File: src/rtl/fu_sb_pkg.sv
package fu_sb_pkg;
  localparam int SB_NFU  = 4;
  localparam int SB_NREG = 8;
  localparam int SB_DW   = 16;
endpackage

File: src/rtl/sb_prio_pick.sv
module sb_prio_pick #(
  parameter  int N  = 4,
  localparam int IW = (N > 1) ? $clog2(N) : 1
) (
  input  logic [N-1:0]  req,
  output logic [N-1:0]  grant,
  output logic          any,
  output logic [IW-1:0] idx
);
  logic [N:0] seen;
  assign seen[0] = 1'b0;

  for (genvar k = 0; k < N; k++) begin : g_chain
    assign grant[k]  = req[k] & ~seen[k];
    assign seen[k+1] = seen[k] | req[k];
  end

  assign any = seen[N];

  always_comb begin
    idx = '0;
    for (int k = N - 1; k >= 0; k--) begin
      if (req[k]) idx = IW'(k);
    end
  end
endmodule

File: src/rtl/sb_reg_matrix.sv
module sb_reg_matrix #(
  parameter  int NFU  = 4,
  parameter  int NREG = 8,
  localparam int FW   = (NFU > 1) ? $clog2(NFU) : 1
) (
  input  logic                      clk,
  input  logic                      rst_n,
  input  logic                      iss_we,
  input  logic [FW-1:0]             iss_unit,
  input  logic [NREG-1:0]           src_mask,
  input  logic [NREG-1:0]           dst_mask,
  input  logic [NFU-1:0]            busy,
  input  logic [NFU-1:0]            read_clr,
  input  logic [NFU-1:0]            release_v,
  output logic [NFU-1:0][NREG-1:0]  rd_pend,
  output logic [NFU-1:0][NREG-1:0]  wr_pend
);
  always_ff @(posedge clk or negedge rst_n) begin
    if (!rst_n) begin
      rd_pend <= '0;
      wr_pend <= '0;
    end else begin
      for (int u = 0; u < NFU; u++) begin
        if (release_v[u]) begin
          rd_pend[u] <= '0;
          wr_pend[u] <= '0;
        end else if (read_clr[u]) begin
          rd_pend[u] <= '0;
        end
      end
      if (iss_we) begin
        rd_pend[iss_unit] <= src_mask;
        wr_pend[iss_unit] <= dst_mask;
      end
    end
  end

  for (genvar u = 0; u < NFU; u++) begin : g_chk
    // An idle unit holds no register claims
    assert_idle_no_claims_R8: assert property (@(posedge clk) disable iff (!rst_n)
      !busy[u] |-> (rd_pend[u] == '0 && wr_pend[u] == '0));
  end
endmodule

File: src/rtl/sb_dep_matrix.sv
module sb_dep_matrix #(
  parameter  int NFU  = 4,
  parameter  int NREG = 8,
  localparam int FW   = (NFU > 1) ? $clog2(NFU) : 1
) (
  input  logic                      clk,
  input  logic                      rst_n,
  input  logic                      iss_we,
  input  logic [FW-1:0]             iss_unit,
  input  logic [NREG-1:0]           src_mask,
  input  logic [NREG-1:0]           dst_mask,
  input  logic [NFU-1:0]            busy,
  input  logic [NFU-1:0][NREG-1:0]  rd_pend,
  input  logic [NFU-1:0][NREG-1:0]  wr_pend,
  input  logic [NFU-1:0]            read_clr,
  input  logic [NFU-1:0]            release_v,
  output logic [NFU-1:0]            raw_hold,
  output logic [NFU-1:0]            wr_hold
);
  logic [NFU-1:0][NFU-1:0] raw_m, war_m, waw_m;
  logic [NFU-1:0]          row_raw, row_war, row_waw;

  // New row for the issuing unit: only units staying busy past this edge count
  always_comb begin
    for (int i = 0; i < NFU; i++) begin
      row_raw[i] = busy[i] & ~release_v[i] & (|(wr_pend[i] & src_mask));
      row_waw[i] = busy[i] & ~release_v[i] & (|(wr_pend[i] & dst_mask));
      row_war[i] = busy[i] & ~release_v[i] & ~read_clr[i] & (|(rd_pend[i] & dst_mask));
    end
  end

  always_ff @(posedge clk or negedge rst_n) begin
    if (!rst_n) begin
      raw_m <= '0;
      war_m <= '0;
      waw_m <= '0;
    end else begin
      for (int r = 0; r < NFU; r++) begin
        for (int c = 0; c < NFU; c++) begin
          raw_m[r][c] <= raw_m[r][c] & ~release_v[c] & ~release_v[r];
          waw_m[r][c] <= waw_m[r][c] & ~release_v[c] & ~release_v[r];
          war_m[r][c] <= war_m[r][c] & ~release_v[c] & ~release_v[r] & ~read_clr[c];
        end
      end
      if (iss_we) begin
        raw_m[iss_unit] <= row_raw;
        war_m[iss_unit] <= row_war;
        waw_m[iss_unit] <= row_waw;
      end
    end
  end

  for (genvar u = 0; u < NFU; u++) begin : g_hold
    assign raw_hold[u] = |raw_m[u];
    assign wr_hold[u]  = (|war_m[u]) | (|waw_m[u]);

    // Idle units keep an empty row
    assert_idle_row_clear_R8: assert property (@(posedge clk) disable iff (!rst_n)
      !busy[u] |-> (raw_m[u] == '0 && war_m[u] == '0 && waw_m[u] == '0));
    // No unit ever waits on itself
    assert_no_self_dep_R6: assert property (@(posedge clk) disable iff (!rst_n)
      !(raw_m[u][u] | war_m[u][u] | waw_m[u][u]));
  end
endmodule

File: src/rtl/fu_scoreboard.sv
module fu_scoreboard
  import fu_sb_pkg::*;
#(
  parameter  int NFU  = SB_NFU,
  parameter  int NREG = SB_NREG,
  parameter  int DW   = SB_DW,
  localparam int FW   = (NFU > 1) ? $clog2(NFU) : 1,
  localparam int RW   = (NREG > 1) ? $clog2(NREG) : 1
) (
  input  logic              clk,
  input  logic              rst_n,
  input  logic              iss_valid,
  output logic              iss_ready,
  input  logic [RW-1:0]     iss_src_a,
  input  logic [RW-1:0]     iss_src_b,
  input  logic [RW-1:0]     iss_dst,
  output logic [FW-1:0]     iss_unit,
  output logic [NFU-1:0]    unit_busy,
  output logic [NFU-1:0]    go_read,
  input  logic [NFU-1:0]    res_valid,
  input  logic [NFU*DW-1:0] res_data,
  output logic [NFU-1:0]    go_write,
  output logic              wr_en,
  output logic [RW-1:0]     wr_addr,
  output logic [DW-1:0]     wr_data
);
  logic [NFU-1:0]           busy, rd_done, wreq_q;
  logic [NFU-1:0]           free_grant, raw_hold, wr_hold;
  logic                     free_any, iss_we;
  logic [FW-1:0]            free_idx, wr_sel;
  logic [NFU-1:0][RW-1:0]   dst_q;
  logic [NREG-1:0]          src_mask, dst_mask;
  logic [NFU-1:0][NREG-1:0] rd_pend, wr_pend;

  for (genvar r = 0; r < NREG; r++) begin : g_dec
    assign src_mask[r] = (iss_src_a == RW'(r)) | (iss_src_b == RW'(r));
    assign dst_mask[r] = (iss_dst == RW'(r));
  end

  sb_prio_pick #(.N(NFU)) u_free (
    .req(~busy), .grant(free_grant), .any(free_any), .idx(free_idx)
  );

  assign iss_ready = free_any;
  assign iss_unit  = free_idx;
  assign iss_we    = iss_valid & free_any;
  assign unit_busy = busy;

  sb_reg_matrix #(.NFU(NFU), .NREG(NREG)) u_regm (
    .clk(clk), .rst_n(rst_n), .iss_we(iss_we), .iss_unit(free_idx),
    .src_mask(src_mask), .dst_mask(dst_mask), .busy(busy),
    .read_clr(go_read), .release_v(go_write),
    .rd_pend(rd_pend), .wr_pend(wr_pend)
  );

  sb_dep_matrix #(.NFU(NFU), .NREG(NREG)) u_depm (
    .clk(clk), .rst_n(rst_n), .iss_we(iss_we), .iss_unit(free_idx),
    .src_mask(src_mask), .dst_mask(dst_mask), .busy(busy),
    .rd_pend(rd_pend), .wr_pend(wr_pend),
    .read_clr(go_read), .release_v(go_write),
    .raw_hold(raw_hold), .wr_hold(wr_hold)
  );

  assign go_read = busy & ~rd_done & ~raw_hold;

  always_ff @(posedge clk or negedge rst_n) begin
    if (!rst_n) begin
      busy    <= '0;
      rd_done <= '0;
      wreq_q  <= '0;
      dst_q   <= '0;
    end else begin
      busy <= (busy | (iss_we ? free_grant : '0)) & ~go_write;
      for (int u = 0; u < NFU; u++) begin
        if (iss_we && free_grant[u]) begin
          rd_done[u] <= 1'b0;
          dst_q[u]   <= iss_dst;
        end else if (go_read[u]) begin
          rd_done[u] <= 1'b1;
        end
        if (go_write[u])
          wreq_q[u] <= 1'b0;
        else if (busy[u] && rd_done[u] && res_valid[u] && !wr_hold[u])
          wreq_q[u] <= 1'b1;
      end
    end
  end

  sb_prio_pick #(.N(NFU)) u_warb (
    .req(wreq_q), .grant(go_write), .any(wr_en), .idx(wr_sel)
  );

  assign wr_addr = wr_en ? dst_q[wr_sel] : '0;
  assign wr_data = res_data[int'(wr_sel)*DW +: DW];

  assert_accept_marks_busy_R2: assert property (@(posedge clk) disable iff (!rst_n)
    (iss_valid && iss_ready) |=> busy[$past(iss_unit)]);

  for (genvar u = 0; u < NFU; u++) begin : g_chk
    assert_read_pulse_R3: assert property (@(posedge clk) disable iff (!rst_n)
      go_read[u] |=> !go_read[u]);
    assert_grant_pulse_R7: assert property (@(posedge clk) disable iff (!rst_n)
      go_write[u] |=> !go_write[u]);
    assert_grant_frees_R8: assert property (@(posedge clk) disable iff (!rst_n)
      go_write[u] |=> !unit_busy[u]);
    assert_grant_has_result_R9: assert property (@(posedge clk) disable iff (!rst_n)
      go_write[u] |-> res_valid[u]);
  end
endmodule

File: config.mk
export PLATFORM = sky130hd
export DESIGN_NAME = fu_scoreboard
export DESIGN_NICKNAME = d
export VERILOG_FILES = /design/src/rtl/fu_sb_pkg.sv /design/src/rtl/sb_prio_pick.sv /design/src/rtl/sb_reg_matrix.sv /design/src/rtl/sb_dep_matrix.sv /design/src/rtl/fu_scoreboard.sv
export SDC_FILE = /design/constraint.sdc
export NUM_CORES = 1
export LEC_CHECK = 0
export ABC_AREA = 1
export BUFFER_PORTS_ARGS = -buffer_cell sky130_fd_sc_hd__buf_2
export CAP_MARGIN = 0
export CORE_MARGIN = 5
export CORE_UTILIZATION = 57
export CTS_CLUSTER_SIZE = 30
export DETAILED_ROUTE_END_ITERATION = 8
export PLACE_DENSITY = 0.93
export RECOVER_POWER = 25
export SETUP_SLACK_MARGIN = 0.5
export SYNTH_ARGS = -nofsm -noshare
export SYNTH_HDL_FRONTEND = slang
export SYNTH_SLANG_ARGS = --single-unit
File: constraint.sdc
create_clock -name clk -period 2.2 [get_ports clk]
set_clock_uncertainty 0.1 [all_clocks]
set_input_delay 0.44 -clock clk [delete_from_list [all_inputs] [get_ports clk]]
set_output_delay 0.44 -clock clk [all_outputs]
set_load 0.05 [all_outputs]
==> flow_metrics.py, run 1 <==
metrics = {
    "logic_synthesis": {
        "synth_warnings": 0,
        "synth_fp_nets": 985,
        "syn_area_per_cell_um2": 7.69,
        "synth-seq-cells": 136,
        "synthDistinctLibCells": 32,
        "ys_seq_area_frac": 0.489,
        "synth_area_mm2": 0.00696,
        "syn_inst": 905,
    },
    "floorplan": {
        "die_x_um": 120,
        "start_util": 0.579,
        "fp.dieH_um": 120,
        "placementRows": 40,
        "num_io_pins": 115,
    },
    "placement": {
        "gp_congestion": 0.966,
        "dp.final_hpwl_um": 16000,
        "pre_cts_ws_ns": -0.0589,
        "io_buffers": 114,
    },
    "clock_network": {
        "clk_path_buf_depth": 2,
        "cts_sinks": 136,
        "cts_made_buffers": 17,
        "cts-root-buf": "clkbuf_16",
        "htree_levels": 4,
    },
    "global_route": {
        "grt-ovfl-total": 101,
        "grt_max_degree": 52,
        "track_usage": 0.806,
    },
    "run_status": {
        "error_line": "[ERROR GRT-0232] Routing congestion too high. Check the congestion heatmap in the GUI.",
        "stop_stage": "global routing (5_1_grt)",
        "status": "aborted with a tool error",
    },
}
==> per-stage QoR <==
| stage | TNS [ns] | instances | instance area (um^2) |
|---|---|---|---|
| after CTS | -4.96 | 1248 | 10000 |
| after detailed placement | -0.103 | 1158 | 8140 |
| after global placement | 0 | 1158 | 8140 |
| after floorplan | 0 | 905 | 7310 |
==> metal layers <==
metal  overflow  global-route usage
met5          1               0.485
met4         37               0.815
met3          1               0.735
met2         52               0.925
met1         10               0.769
==> cell usage after synthesis <==
| cell type | count | area (um^2) |
|---|---|---|
| nand2_1 | 249 | 935 |
| dfrtp_1 | 136 | 3400 |
| nand3_1 | 106 | 531 |
| nor2_1 | 87 | 327 |
| inv_1 | 75 | 282 |
| o21ai_0 | 68 | 340 |
| o22ai_1 | 39 | 244 |
| o21ai_1 | 23 | 115 |
| nand4_1 | 19 | 119 |
| buf_2 | 15 | 75.1 |
| a21oi_1 | 14 | 70.1 |
| clkbuf_1 | 12 | 45.0 |
| inv_2 | 11 | 41.3 |
| buf_4 | 7 | 52.6 |
| nor4_1 | 6 | 37.5 |
| o211ai_1 | 6 | 45.0 |
| nor2_2 | 5 | 31.3 |
| nor2_4 | 4 | 45.0 |
| nor3_1 | 4 | 20.0 |
| nor3_4 | 3 | 48.8 |
| o22ai_2 | 3 | 37.5 |
| buf_6 | 2 | 22.5 |
| nand2_2 | 2 | 12.5 |
| a31oi_1 | 1 | 6.26 |
| and2_1 | 1 | 6.26 |
| and3_1 | 1 | 6.26 |
| buf_1 | 1 | 3.75 |
| inv_4 | 1 | 6.26 |
| nand2_4 | 1 | 11.3 |
| nand3_4 | 1 | 17.5 |
| nor3_2 | 1 | 10.0 |
| o21ai_2 | 1 | 8.76 |
==> cell families after synthesis <==
| family | share of synthesized area |
|---|---|
| flops | 0.489 |
| compound gates | 0.125 |
| simple gates | 0.310 |
| buf+inv | 0.0759 |
==> timing repair <==
item	CTS
pin swaps	48
cloned	6
setup buffers	51
resized for setup	245
setup endpoints to repair	107
hold buffers	1
endpoints found under the hold margin	47
==> run 2, diff against run 1 <==
--- a/config.mk
+++ b/config.mk
@@ -9,12 +9,10 @@
 export BUFFER_PORTS_ARGS = -buffer_cell sky130_fd_sc_hd__buf_2
 export CAP_MARGIN = 0
 export CORE_MARGIN = 5
-export CORE_UTILIZATION = 57
-export CTS_CLUSTER_SIZE = 30
+export CORE_UTILIZATION = 40
 export DETAILED_ROUTE_END_ITERATION = 8
-export PLACE_DENSITY = 0.93
+export PLACE_DENSITY_LB_ADDON = 0.15
 export RECOVER_POWER = 25
-export SETUP_SLACK_MARGIN = 0.5
 export SYNTH_ARGS = -nofsm -noshare
 export SYNTH_HDL_FRONTEND = slang
 export SYNTH_SLANG_ARGS = --single-unit
==> run 2 against run 1 <==
  * The flow now finishes, with violations (negative setup slack)
  * Synthesized cell count is the same
  * Area after synthesis did not move
==> flow_metrics.py, run 2 <==
metrics = {
    "routing": {
        "drc": 0,
        "drt-initial-drc-count": 501,
        "ant_nets": 0,
        "num_vias": 6826,
        "viasPerCell": 5.28,
        "dr.pass1.iters": 5,
        "wirelength_um": 23000,
        "wl_per_cell_um": 17.8,
    },
    "clock_network": {
        "cts_made_buffers": 17,
        "cts-root-buf": "clkbuf_16",
        "clk_path_buf_depth": 2,
        "cts_tree": "done",
        "clk_latency_ns": 0.43,
        "cts_sinks": 136,
        "cts.clk_slew.worst_paths_ns": 0.06,
        "htree_levels": 4,
    },
    "logic_synthesis": {
        "synth_xor_area_frac": 0,
        "synth_mux_area_frac": 0,
        "synth_area_leaders": "dfrtp_1, nand2_1, nand3_1",
        "synth_area_mm2": 0.00696,
        "ys_seq_area_frac": 0.489,
        "synthDistinctLibCells": 32,
        "yosys-top-cells-count": "nand2_1, dfrtp_1, nand3_1, nor2_1, inv_1",
        "synth-seq-cells": 136,
        "synth-compound-area-share": 0.125,
        "synthArstFlopShare": 1.00,
        "synth_edf_count": 0,
        "synth_flop_cell": "dfrtp_1",
        "synth_warnings": 0,
        "synth_top_area_share": 0.489,
        "synth_fp_nets": 985,
        "syn_area_per_cell_um2": 7.69,
        "synthAdderAreaFrac": 0,
        "synth_simple_gate_area_frac": 0.310,
        "synth_top_family_by_area": "simple AND/OR/NAND/NOR gates",
        "syn_inst": 905,
        "yosysTopAreaCell": "dfrtp_1",
        "yosysMostFrequentCell": "nand2_1",
    },
    "critical_path": {
        "cpPeakStageDelay_ns": 0.43,
        "cp.required_ns": 1.66,
        "cp-start-kind": "flip-flop",
        "endpoint_kind": "output pin",
        "rr_worst_depth": 8,
        "crit_top_cell": "nand2_1",
        "cp_max_fo": 19,
        "critPathKind": "reg2out",
        "path_cells": "inv_4 -> nand2_2 -> o21ai_4 -> buf_12 -> inv_4 -> buf_12 -> nand2_1 -> nand2_1 -> nand2_1 -> o21ai_2 -> buf_6",
        "cp_data_arrival_time_ns": 1.94,
        "cp_slowest_cell": "dfrtp_2",
    },
    "global_route": {
        "grt_pass1_wl_um": 35700,
        "grt_pass1_vias": 6596,
        "grt-ovfl-total": 0,
        "antenna_found_initial": 0,
        "grt_max_degree": 53,
        "track_usage": 0.228,
    },
    "finish": {
        "drive_above_1_share": 0.267,
        "final_area_mm2": 0.00935,
        "final_cells": 1292,
        "diodes": 0,
        "final_cell_mix": "nand2_1, dfrtp_1, nand3_1, buf_2",
        "largestRegisters": "u_regm.rd_pend x32, u_regm.wr_pend x32",
        "fin_nets": 1134,
        "syn_to_final_growth_pct": 34.4,
        "mostFrequentLayoutCell": "nand2_1",
    },
    "floorplan": {
        "coreArea_mm2": 0.0172,
        "fp.dieH_um": 142,
        "die-area_mm2": 0.0201,
        "placementRows": 48,
        "start_util": 0.405,
        "num_io_pins": 115,
        "die_x_um": 142,
    },
    "power_and_ir_drop": {
        "vdd_drop_max_mv": 1.95,
        "leakage_nw": 4.67,
        "powerDensity_mw_per_mm2": 1620,
    },
    "timing": {
        "tns_ns": -4.94,
        "setup_violations": 19,
        "fin_hold_ws_ns": 0.188,
        "drv_slew": 0,
        "fin_crit_sh": 1.13,
        "timing.final.ws_setup_ns": -0.278,
        "max_freq_mhz": 404,
        "timing.final.hold_violations": 0,
        "max_slew_margin": 0.202,
        "worst_slew_pin_slew_ns": 1.20,
        "rsz0062_at_grt": "true",
        "layout_min_cycle_time_ns": 2.48,
    },
    "run_status": {
        "violations": "negative setup slack",
        "status": "finished with violations",
    },
    "placement": {
        "dpl.cell_count": 1245,
        "postPlaceCellArea_mm2": 0.00821,
        "gp_congestion": 0.869,
        "dp.final_hpwl_um": 16700,
        "io_buffers": 114,
    },
    "hold_path": {
        "holdPathStages": 3,
        "timing.hold.worst.class": "in2reg",
    },
    "flow_run": {
        "maxCapViolCount": 0,
    },
}
[run 2: power by group]
part / switching [mW] / internal, mW
Combinational: 5.65 / 3.06
Sequential: 0.380 / 3.04
Clock: 1.10 / 1.89
[run 2: final timing paths]
kind | startpoint | end | slack, ns
worst max-delay path | wreq_q[0] | wr_data[12] | -0.28
worst min-delay path | res_valid[0] | wreq_q[0] | 0.19
min in group asynchronous | rst_n | u_regm.wr_pend[19] | 0.71
max in group asynchronous | rst_n | u_depm.raw_m[7] | 0.42
worst min register to register | dst_q[8] | dst_q[8] | 0.38
worst max register to register | wreq_q[0] | u_depm.war_m[9] | 0.26
[run 2: final cells by class]
type | instances | area, um^2
multi-input combinational | 646 | 3430
tap | 225 | 282
clock buffer | 19 | 433
clock inverter | 13 | 179
fill | 1654 | 7830
sequential | 136 | 3410
inverter | 87 | 350
timing repair buffer | 166 | 1260
[run 2: per-layer routing]
layer	track usage	up-vias	part of all wire
li1	-	3309	-
met1	0.305	3245	0.43
met2	0.366	234	0.48
met3	0.0485	38	0.067
met4	0.0843	0	0.024
met5	0	-	0
[run 2: worst max-delay path, delay by kind of cell, from the launching register on]
family | cells | cell delay, ns
AO/OA/AOI/OAI | 2 | 0.15
AND/OR/NAND/NOR | 4 | 0.30
flip-flops | 1 | 0.43
buffers and inverters | 5 | 0.62
[run 2: kinds of logic (layout without fill, tap and decap cells)]
family          after synthesis  count (layout)
flops                       136             136
buf+inv                     124             285
compound gates              155             155
simple gates                490             491
[run 2: through the flow]
step | worst slack, ns | utilization | power, mW
floorplan | -0.165 | - | 8.56
global placement | 0.0416 | 0.478 | 10.6
detailed placement | -0.00779 | 0.478 | 10.6
CTS | -0.288 | 0.528 | 14.5
global route | -0.361 | 0.544 | 15.9
finish | -0.278 | 0.544 | 15.1
[run 2: what timing repair did]
action,4_1_cts,5_1_grt
buffers inserted,4,6
endpoints found under the hold margin,43,0
endpoints found under the setup margin,23,23
gates cloned,2,3
pin swaps,1,4
hold buffers,1,0
resized for setup,86,50
(Power assumes the default switching activity.)
==> run 3, diff against run 2 <==
--- a/config.mk
+++ b/config.mk
@@ -5,10 +5,9 @@
 export SDC_FILE = /design/constraint.sdc
 export NUM_CORES = 1
 export LEC_CHECK = 0
-export ABC_AREA = 1
 export BUFFER_PORTS_ARGS = -buffer_cell sky130_fd_sc_hd__buf_2
 export CAP_MARGIN = 0
-export CORE_MARGIN = 5
+export CORE_MARGIN = 3
 export CORE_UTILIZATION = 40
 export DETAILED_ROUTE_END_ITERATION = 8
 export PLACE_DENSITY_LB_ADDON = 0.15
==> run 3 against run 2 <==
  * The flow still finishes with violations (negative setup slack)
  * Sequential share of layout area decreased by 4.0 points
  * Synthesized cell count down 17%
  * Non-clock buffer count increased by 93
  * Flip-flop and latch count is the same
  * Wire length grew 16%
  * Hold slack better by 0.021 ns
  * Combinational power grew 15%
  * Via count grew 4.5%
  * Register-to-register slack worse by 0.47 ns
  * Clock power is 4% higher
  * Cell count down 6.2%
==> flow_metrics.py, run 3 <==
metrics = {
    "critical_path": {
        "r2r-start": "wreq_q[0]",
        "cp_slowest_cell": "dfrtp_2",
        "cp_data_arrival_time_ns": 2.06,
        "cp-start-kind": "flip-flop",
        "r2r_setup_slack_ns": -0.21,
        "path_cells": "buf_4 -> nor3_4 -> buf_6 -> buf_12 -> mux4_2 -> and2_4 -> buf_8",
        "reg2reg_to": "u_depm.war_m[6]",
        "path_buf_inv": 4,
        "cp_max_fo": 5,
        "rr_worst_depth": 6,
        "cpPeakStageDelay_ns": 0.43,
        "crit_family": "buffers and inverters",
        "cp.required_ns": 1.66,
        "critPathKind": "reg2out",
        "endpoint_kind": "output pin",
    },
    "hold_path": {
        "holdPathStages": 3,
        "hold-path-endpoint": "wreq_q[0]",
        "hold_start": "res_valid[0]",
        "timing.hold.worst.class": "in2reg",
    },
    "routing": {
        "dr.pass1.iters": 5,
        "drt-initial-drc-count": 601,
        "wl_per_cell_um": 22.0,
        "drc": 0,
        "wirelength_um": 26600,
        "viasPerCell": 5.88,
        "ant_nets": 0,
        "num_vias": 7130,
    },
    "logic_synthesis": {
        "synth_edf_count": 0,
        "yosysTopAreaCell": "dfrtp_1",
        "syn_inst": 752,
        "synthDistinctLibCells": 68,
        "synth-seq-cells": 136,
        "syn_area_per_cell_um2": 9.58,
        "synth_fp_nets": 832,
        "yosys-top-cells-count": "dfrtp_1, nand2_1, o21ai_0, nand3_1, nor2_1",
        "synth_area_mm2": 0.00721,
        "synthArstFlopShare": 1.00,
        "yosysMostFrequentCell": "dfrtp_1",
        "synth_warnings": 0,
        "synth_top_area_share": 0.472,
        "synth_area_leaders": "dfrtp_1, o21ai_0, nand2_1",
        "synth_flop_cell": "dfrtp_1",
        "ys_seq_area_frac": 0.472,
    },
    "run_status": {
        "status": "finished with violations",
        "violations": "negative setup slack",
    },
    "clock_network": {
        "cts_tree": "done",
        "htree_levels": 4,
        "clk_path_buf_depth": 2,
        "clk_latency_ns": 0.43,
        "cts_made_buffers": 17,
        "cts-root-buf": "clkbuf_16",
        "cts_sinks": 136,
        "cts.clk_slew.worst_paths_ns": 0.06,
    },
    "finish": {
        "largestRegisters": "u_regm.rd_pend x32, u_regm.wr_pend x32",
        "final_cell_mix": "dfrtp_1, buf_4, buf_2, o21ai_0, nand2_1",
        "final_cells": 1212,
        "mostFrequentLayoutCell": "dfrtp_1",
        "nFillCells": 1473,
        "fin_util": 0.602,
        "final_area_mm2": 0.0105,
        "drive_above_1_share": 0.427,
        "seq_area_mm2": 0.00341,
        "fin_nets": 1054,
        "diodes": 0,
        "multi_input_area_mm2": 0.00407,
        "syn_to_final_growth_pct": 46.0,
    },
    "placement": {
        "dpl.cell_count": 1165,
        "pre_cts_ws_ns": -0.0881,
        "postPlaceCellArea_mm2": 0.00915,
        "io_buffers": 114,
        "dp.final_hpwl_um": 19300,
        "gp_congestion": 0.968,
    },
    "floorplan": {
        "coreArea_mm2": 0.0175,
        "die_x_um": 140,
        "die-area_mm2": 0.0197,
        "start_util": 0.412,
        "placementRows": 48,
        "num_io_pins": 115,
        "fp.dieH_um": 140,
    },
    "timing": {
        "fin_crit_sh": 1.18,
        "worst_slew_pin_slew_ns": 1.43,
        "layout_min_cycle_time_ns": 2.60,
        "timing.final.ws_setup_ns": -0.400,
        "setup_violations": 47,
        "max_freq_mhz": 385,
        "max_slew_margin": 0.0473,
        "drv_slew": 0,
        "rsz0062_at_grt": "true",
        "timing.final.hold_violations": 0,
        "tns_ns": -10.05,
    },
    "global_route": {
        "grt_pass1_vias": 7366,
        "grt_max_degree": 56,
        "grt_pass1_wl_um": 40800,
        "grt-ovfl-total": 0,
        "track_usage": 0.266,
        "antenna_found_initial": 0,
    },
    "power_and_ir_drop": {
        "leakage_nw": 4.77,
        "powerDensity_mw_per_mm2": 1600,
        "vdd_drop_max_mv": 1.94,
    },
    "flow_run": {
        "maxCapViolCount": 0,
    },
}
-- run 3: changes by cell type after synthesis, moves of 20 or more --
| cell | delta |
|---|---|
| nor2_1 | -46 |
| and2_1 | +26 |
| a22o_1 | +20 |
| o21ai_1 | -23 |
| clkbuf_1 | +24 |
| nand2_1 | -164 |
| nand3_1 | -55 |
| inv_1 | -62 |
| o22ai_1 | -30 |
-- run 3: layout make-up --
| class | count | area share |
|---|---|---|
| multi-input combinational | 545 | 0.386 |
| sequential | 136 | 0.324 |
| clock inverter | 11 | 0.0162 |
| inverter | 15 | 0.00559 |
| clock buffer | 21 | 0.0447 |
| timing repair buffer | 259 | 0.196 |
| tap | 225 | 0.0267 |
-- run 3: routing by layer --
layer,vias up,part of all wire,global-route usage
met5,-,0,0
met1,3504,0.42,0.344
li1,3239,-,-
met3,65,0.065,0.0662
met2,322,0.48,0.428
met4,0,0.036,0.111
-- run 3: worst max-delay path by stage --
stage | from | end | slack, ns | cells past startpoint
floorplan | unit_busy[0] | u_regm.rd_pend[7] | -0.16 | 5
CTS | wreq_q[3] | wr_data[9] | -0.40 | 10
global placement | wreq_q[2] | wr_data[8] | -0.08 | 9
global route | wreq_q[1] | wr_addr[0] | -0.47 | 7
detailed placement | wreq_q[2] | wr_data[14] | -0.09 | 9
finish | wreq_q[1] | wr_addr[0] | -0.40 | 7
-- run 3: metrics by stage --
step / total power, mW / hold slack, ns
after floorplan: 9.00 / 0.0444
after global placement: 11.6 / 0.331
after detailed placement: 11.8 / 0.340
after CTS: 16.5 / 0.201
after global routing: 17.6 / 0.217
final: 16.8 / 0.209
-- run 3: power by group --
part | total (mW) | switching [mW] | internal (mW)
Clock | 3.11 | 1.12 | 1.99
Sequential | 3.71 | 0.545 | 3.17
Combinational | 9.99 | 5.75 | 4.24
-- run 3: what timing repair did --
action	CTS	global route
setup buffers	19	7
setup endpoints to repair	27	31
pin swaps	22	17
gates resized for setup	97	61
hold buffers	1	0
hold endpoints to repair	49	0
cloned	4	3
-- run 3: cells by family (layout without fill, tap and decap cells) --
kind of cell	count (synthesis)	count (layout)	synth area share
AOI/OAI and AO/OA	230	230	0.220
buffers and inverters	71	306	0.0436
DFF	136	136	0.472
muxes	29	29	0.0531
and+or+nand+nor	286	286	0.211
-- run 3: worst register-to-register path: cells and delay by family, from the launching register on --
kind	cells	cell delay (ns)
buffers and inverters	2	0.78
AND/OR/NAND/NOR	3	0.86
AO/OA/AOI/OAI	1	0.19
flip-flops	1	0.41
==> run 4, diff against run 3 <==
--- a/config.mk
+++ b/config.mk
@@ -8,7 +8,8 @@
 export BUFFER_PORTS_ARGS = -buffer_cell sky130_fd_sc_hd__buf_2
 export CAP_MARGIN = 0
 export CORE_MARGIN = 3
-export CORE_UTILIZATION = 40
+export CORE_UTILIZATION = 50
+export CTS_BUF_LIST = sky130_fd_sc_hd__clkbuf_16
 export DETAILED_ROUTE_END_ITERATION = 8
 export PLACE_DENSITY_LB_ADDON = 0.15
 export RECOVER_POWER = 25
==> run 4 against run 3 <==
  * Clock power is 7.1% lower
  * The flow still finishes with violations (negative setup slack)
  * Setup slack worse by 0.0029 ns
  * Die area is 19% lower
  * Sequential share of layout area is 0.94 points higher
  * Count of clock-buffer cells in the layout is 4 lower
  * Sequential power hardly changed
  * Flip-flop and latch count stayed put
==> flow_metrics.py, run 4 (synthesized netlist as in run 3, its figures left out) <==
metrics = {
    "floorplan": {
        "die_x_um": 126,
        "start_util": 0.515,
        "num_io_pins": 115,
        "placementRows": 43,
        "die-area_mm2": 0.0159,
        "fp.dieH_um": 126,
        "coreArea_mm2": 0.0140,
    },
    "placement": {
        "pre_cts_ws_ns": -0.109,
        "dpl.cell_count": 1098,
        "io_buffers": 114,
        "dp.final_hpwl_um": 18400,
        "postPlaceCellArea_mm2": 0.00897,
        "gp_congestion": 1.07,
    },
    "timing": {
        "timing.final.hold_violations": 0,
        "fin_crit_sh": 1.18,
        "worst_slew_pin_slew_ns": 1.35,
        "rsz0062_at_grt": "true",
        "max_slew_margin": 0.101,
        "max_freq_mhz": 384,
        "tns_ns": -7.04,
        "fin_hold_ws_ns": 0.176,
        "setup_violations": 24,
        "drv_slew": 0,
        "timing.final.ws_setup_ns": -0.403,
        "layout_min_cycle_time_ns": 2.60,
    },
    "clock_network": {
        "cts_sinks": 136,
        "cts.clk_slew.worst_paths_ns": 0.06,
        "cts-root-buf": "clkbuf_16",
        "htree_levels": 4,
        "clk_path_buf_depth": 2,
        "cts_tree": "done",
        "cts_made_buffers": 17,
        "clk_latency_ns": 0.43,
    },
    "global_route": {
        "track_usage": 0.337,
        "grt_max_degree": 52,
        "antenna_found_initial": 1,
        "grt_pass1_wl_um": 41500,
        "grt-ovfl-total": 0,
        "grt_pass1_vias": 7372,
    },
    "critical_path": {
        "rr_worst_depth": 9,
        "path_buf_inv": 3,
        "crit_family": "simple AND/OR/NAND/NOR gates",
        "endpoint_kind": "output pin",
        "cp_data_arrival_time_ns": 2.06,
        "cp_max_fo": 8,
        "reg2reg_to": "u_depm.war_m[6]",
        "crit_top_cell": "buf_6",
        "critPathKind": "reg2out",
        "cp.required_ns": 1.66,
        "cpPeakStageDelay_ns": 0.41,
        "r2r_setup_slack_ns": 0.10,
        "r2r-start": "u_depm.raw_m[8]",
        "cp-start-kind": "flip-flop",
        "cp_slowest_cell": "dfrtp_1",
        "path_cells": "nor2b_4 -> buf_6 -> nor2_2 -> nor2_4 -> clkbuf_16 -> nand2_1 -> a31oi_4 -> buf_6",
    },
    "finish": {
        "drive_above_1_share": 0.402,
        "largestRegisters": "u_regm.rd_pend x32, u_regm.wr_pend x32",
        "final_cells": 1146,
        "fin_util": 0.731,
        "diodes": 0,
        "syn_to_final_growth_pct": 41.9,
        "final_cell_mix": "dfrtp_1, buf_4, buf_2, nand2_1, o21ai_0",
        "final_area_mm2": 0.0102,
        "mostFrequentLayoutCell": "dfrtp_1",
        "fin_nets": 1033,
    },
    "routing": {
        "drc": 0,
        "drt-initial-drc-count": 887,
        "ant_nets": 0,
        "wirelength_um": 26800,
        "viasPerCell": 6.47,
        "dr.pass1.iters": 6,
        "wl_per_cell_um": 23.4,
        "num_vias": 7419,
    },
    "power_and_ir_drop": {
        "powerDensity_mw_per_mm2": 1600,
        "clockPowerShare": 0.177,
        "pwr-share-seq": 0.227,
        "power_frac_comb": 0.597,
        "p_sw_mw": 7.44,
        "internal_power_mw": 8.93,
        "vdd_drop_max_mv": 0.745,
        "swShare": 0.454,
        "leakage_nw": 4.66,
        "power.total_mw": 16.4,
    },
    "run_status": {
        "status": "finished with violations",
        "violations": "negative setup slack",
    },
    "hold_path": {
        "hold_start": "res_valid[0]",
        "timing.hold.worst.class": "in2reg",
        "holdPathStages": 3,
        "hold-path-endpoint": "wreq_q[0]",
    },
    "flow_run": {
        "maxCapViolCount": 0,
    },
}
==> run 4: cell types whose count changed in the layout (fill, tap and decap cells not counted), moves of 3 or more <==
cell	change
buf_4	-15
and2_4	-7
nand2_2	-6
and2_1	+5
nand2_1	+5
buf_6	-4
clkbuf_8	-3
inv_1	+3
==> run 4: area by class of cell <==
| type | instances | area, um^2 |
|---|---|---|
| inverters | 15 | 63.8 |
| clock inverters | 15 | 163 |
| fillers | 1013 | 3760 |
| multi-input cells | 545 | 4030 |
| well taps | 180 | 225 |
| repair buffers | 238 | 1910 |
| clock buffers | 17 | 425 |
| flip-flops and latches | 136 | 3410 |
==> run 4: how the worst max path moves through the flow <==
stage | slack [ns] | startpoint | cells after the start | endpoint
floorplan | -0.16 | unit_busy[0] | 5 | u_regm.rd_pend[7]
global placement | -0.07 | wreq_q[2] | 9 | wr_data[3]
detailed placement | -0.11 | wreq_q[3] | 9 | wr_data[2]
CTS | -0.41 | wreq_q[3] | 6 | wr_addr[1]
global route | -0.47 | wreq_q[2] | 8 | wr_data[5]
finish | -0.40 | wreq_q[2] | 8 | wr_data[5]
==> run 4: power groups by stage <==
stage	Combinational (mW)	Clock, mW	Sequential [mW]
2_1_floorplan	5.33	0	3.67
3_3_place_gp	7.70	0	3.72
3_5_place_dp	7.84	0	3.76
4_1_cts	9.32	2.93	3.68
5_1_grt	10.3	3.03	3.77
6_report	9.77	2.89	3.71
==> run 4: what timing repair did <==
action | CTS | global route
cloned | 3 | 2
setup endpoints to repair | 26 | 42
pin swaps | 11 | 22
setup buffers | 19 | 3
gates resized for setup | 89 | 52
hold buffers | 1 | 0
endpoints found under the hold margin | 48 | 0
==> run 4: worst min-delay path: cells and delay by family <==
family / cells / cell delay (ns)
AND/OR/NAND/NOR: 2 / 0.13
buffers and inverters: 1 / 0.09
==> run 4: metal layers <==
| layer | up-vias | routed length (um) | GRT usage | part of all wire |
|---|---|---|---|---|
| li1 | 3200 | - | - | - |
| met1 | 3693 | 10500 | 0.450 | 0.39 |
| met2 | 431 | 12900 | 0.537 | 0.48 |
| met3 | 93 | 2220 | 0.0700 | 0.083 |
| met4 | 2 | 1060 | 0.145 | 0.040 |
| met5 | - | 11 | 0 | 0.00041 |
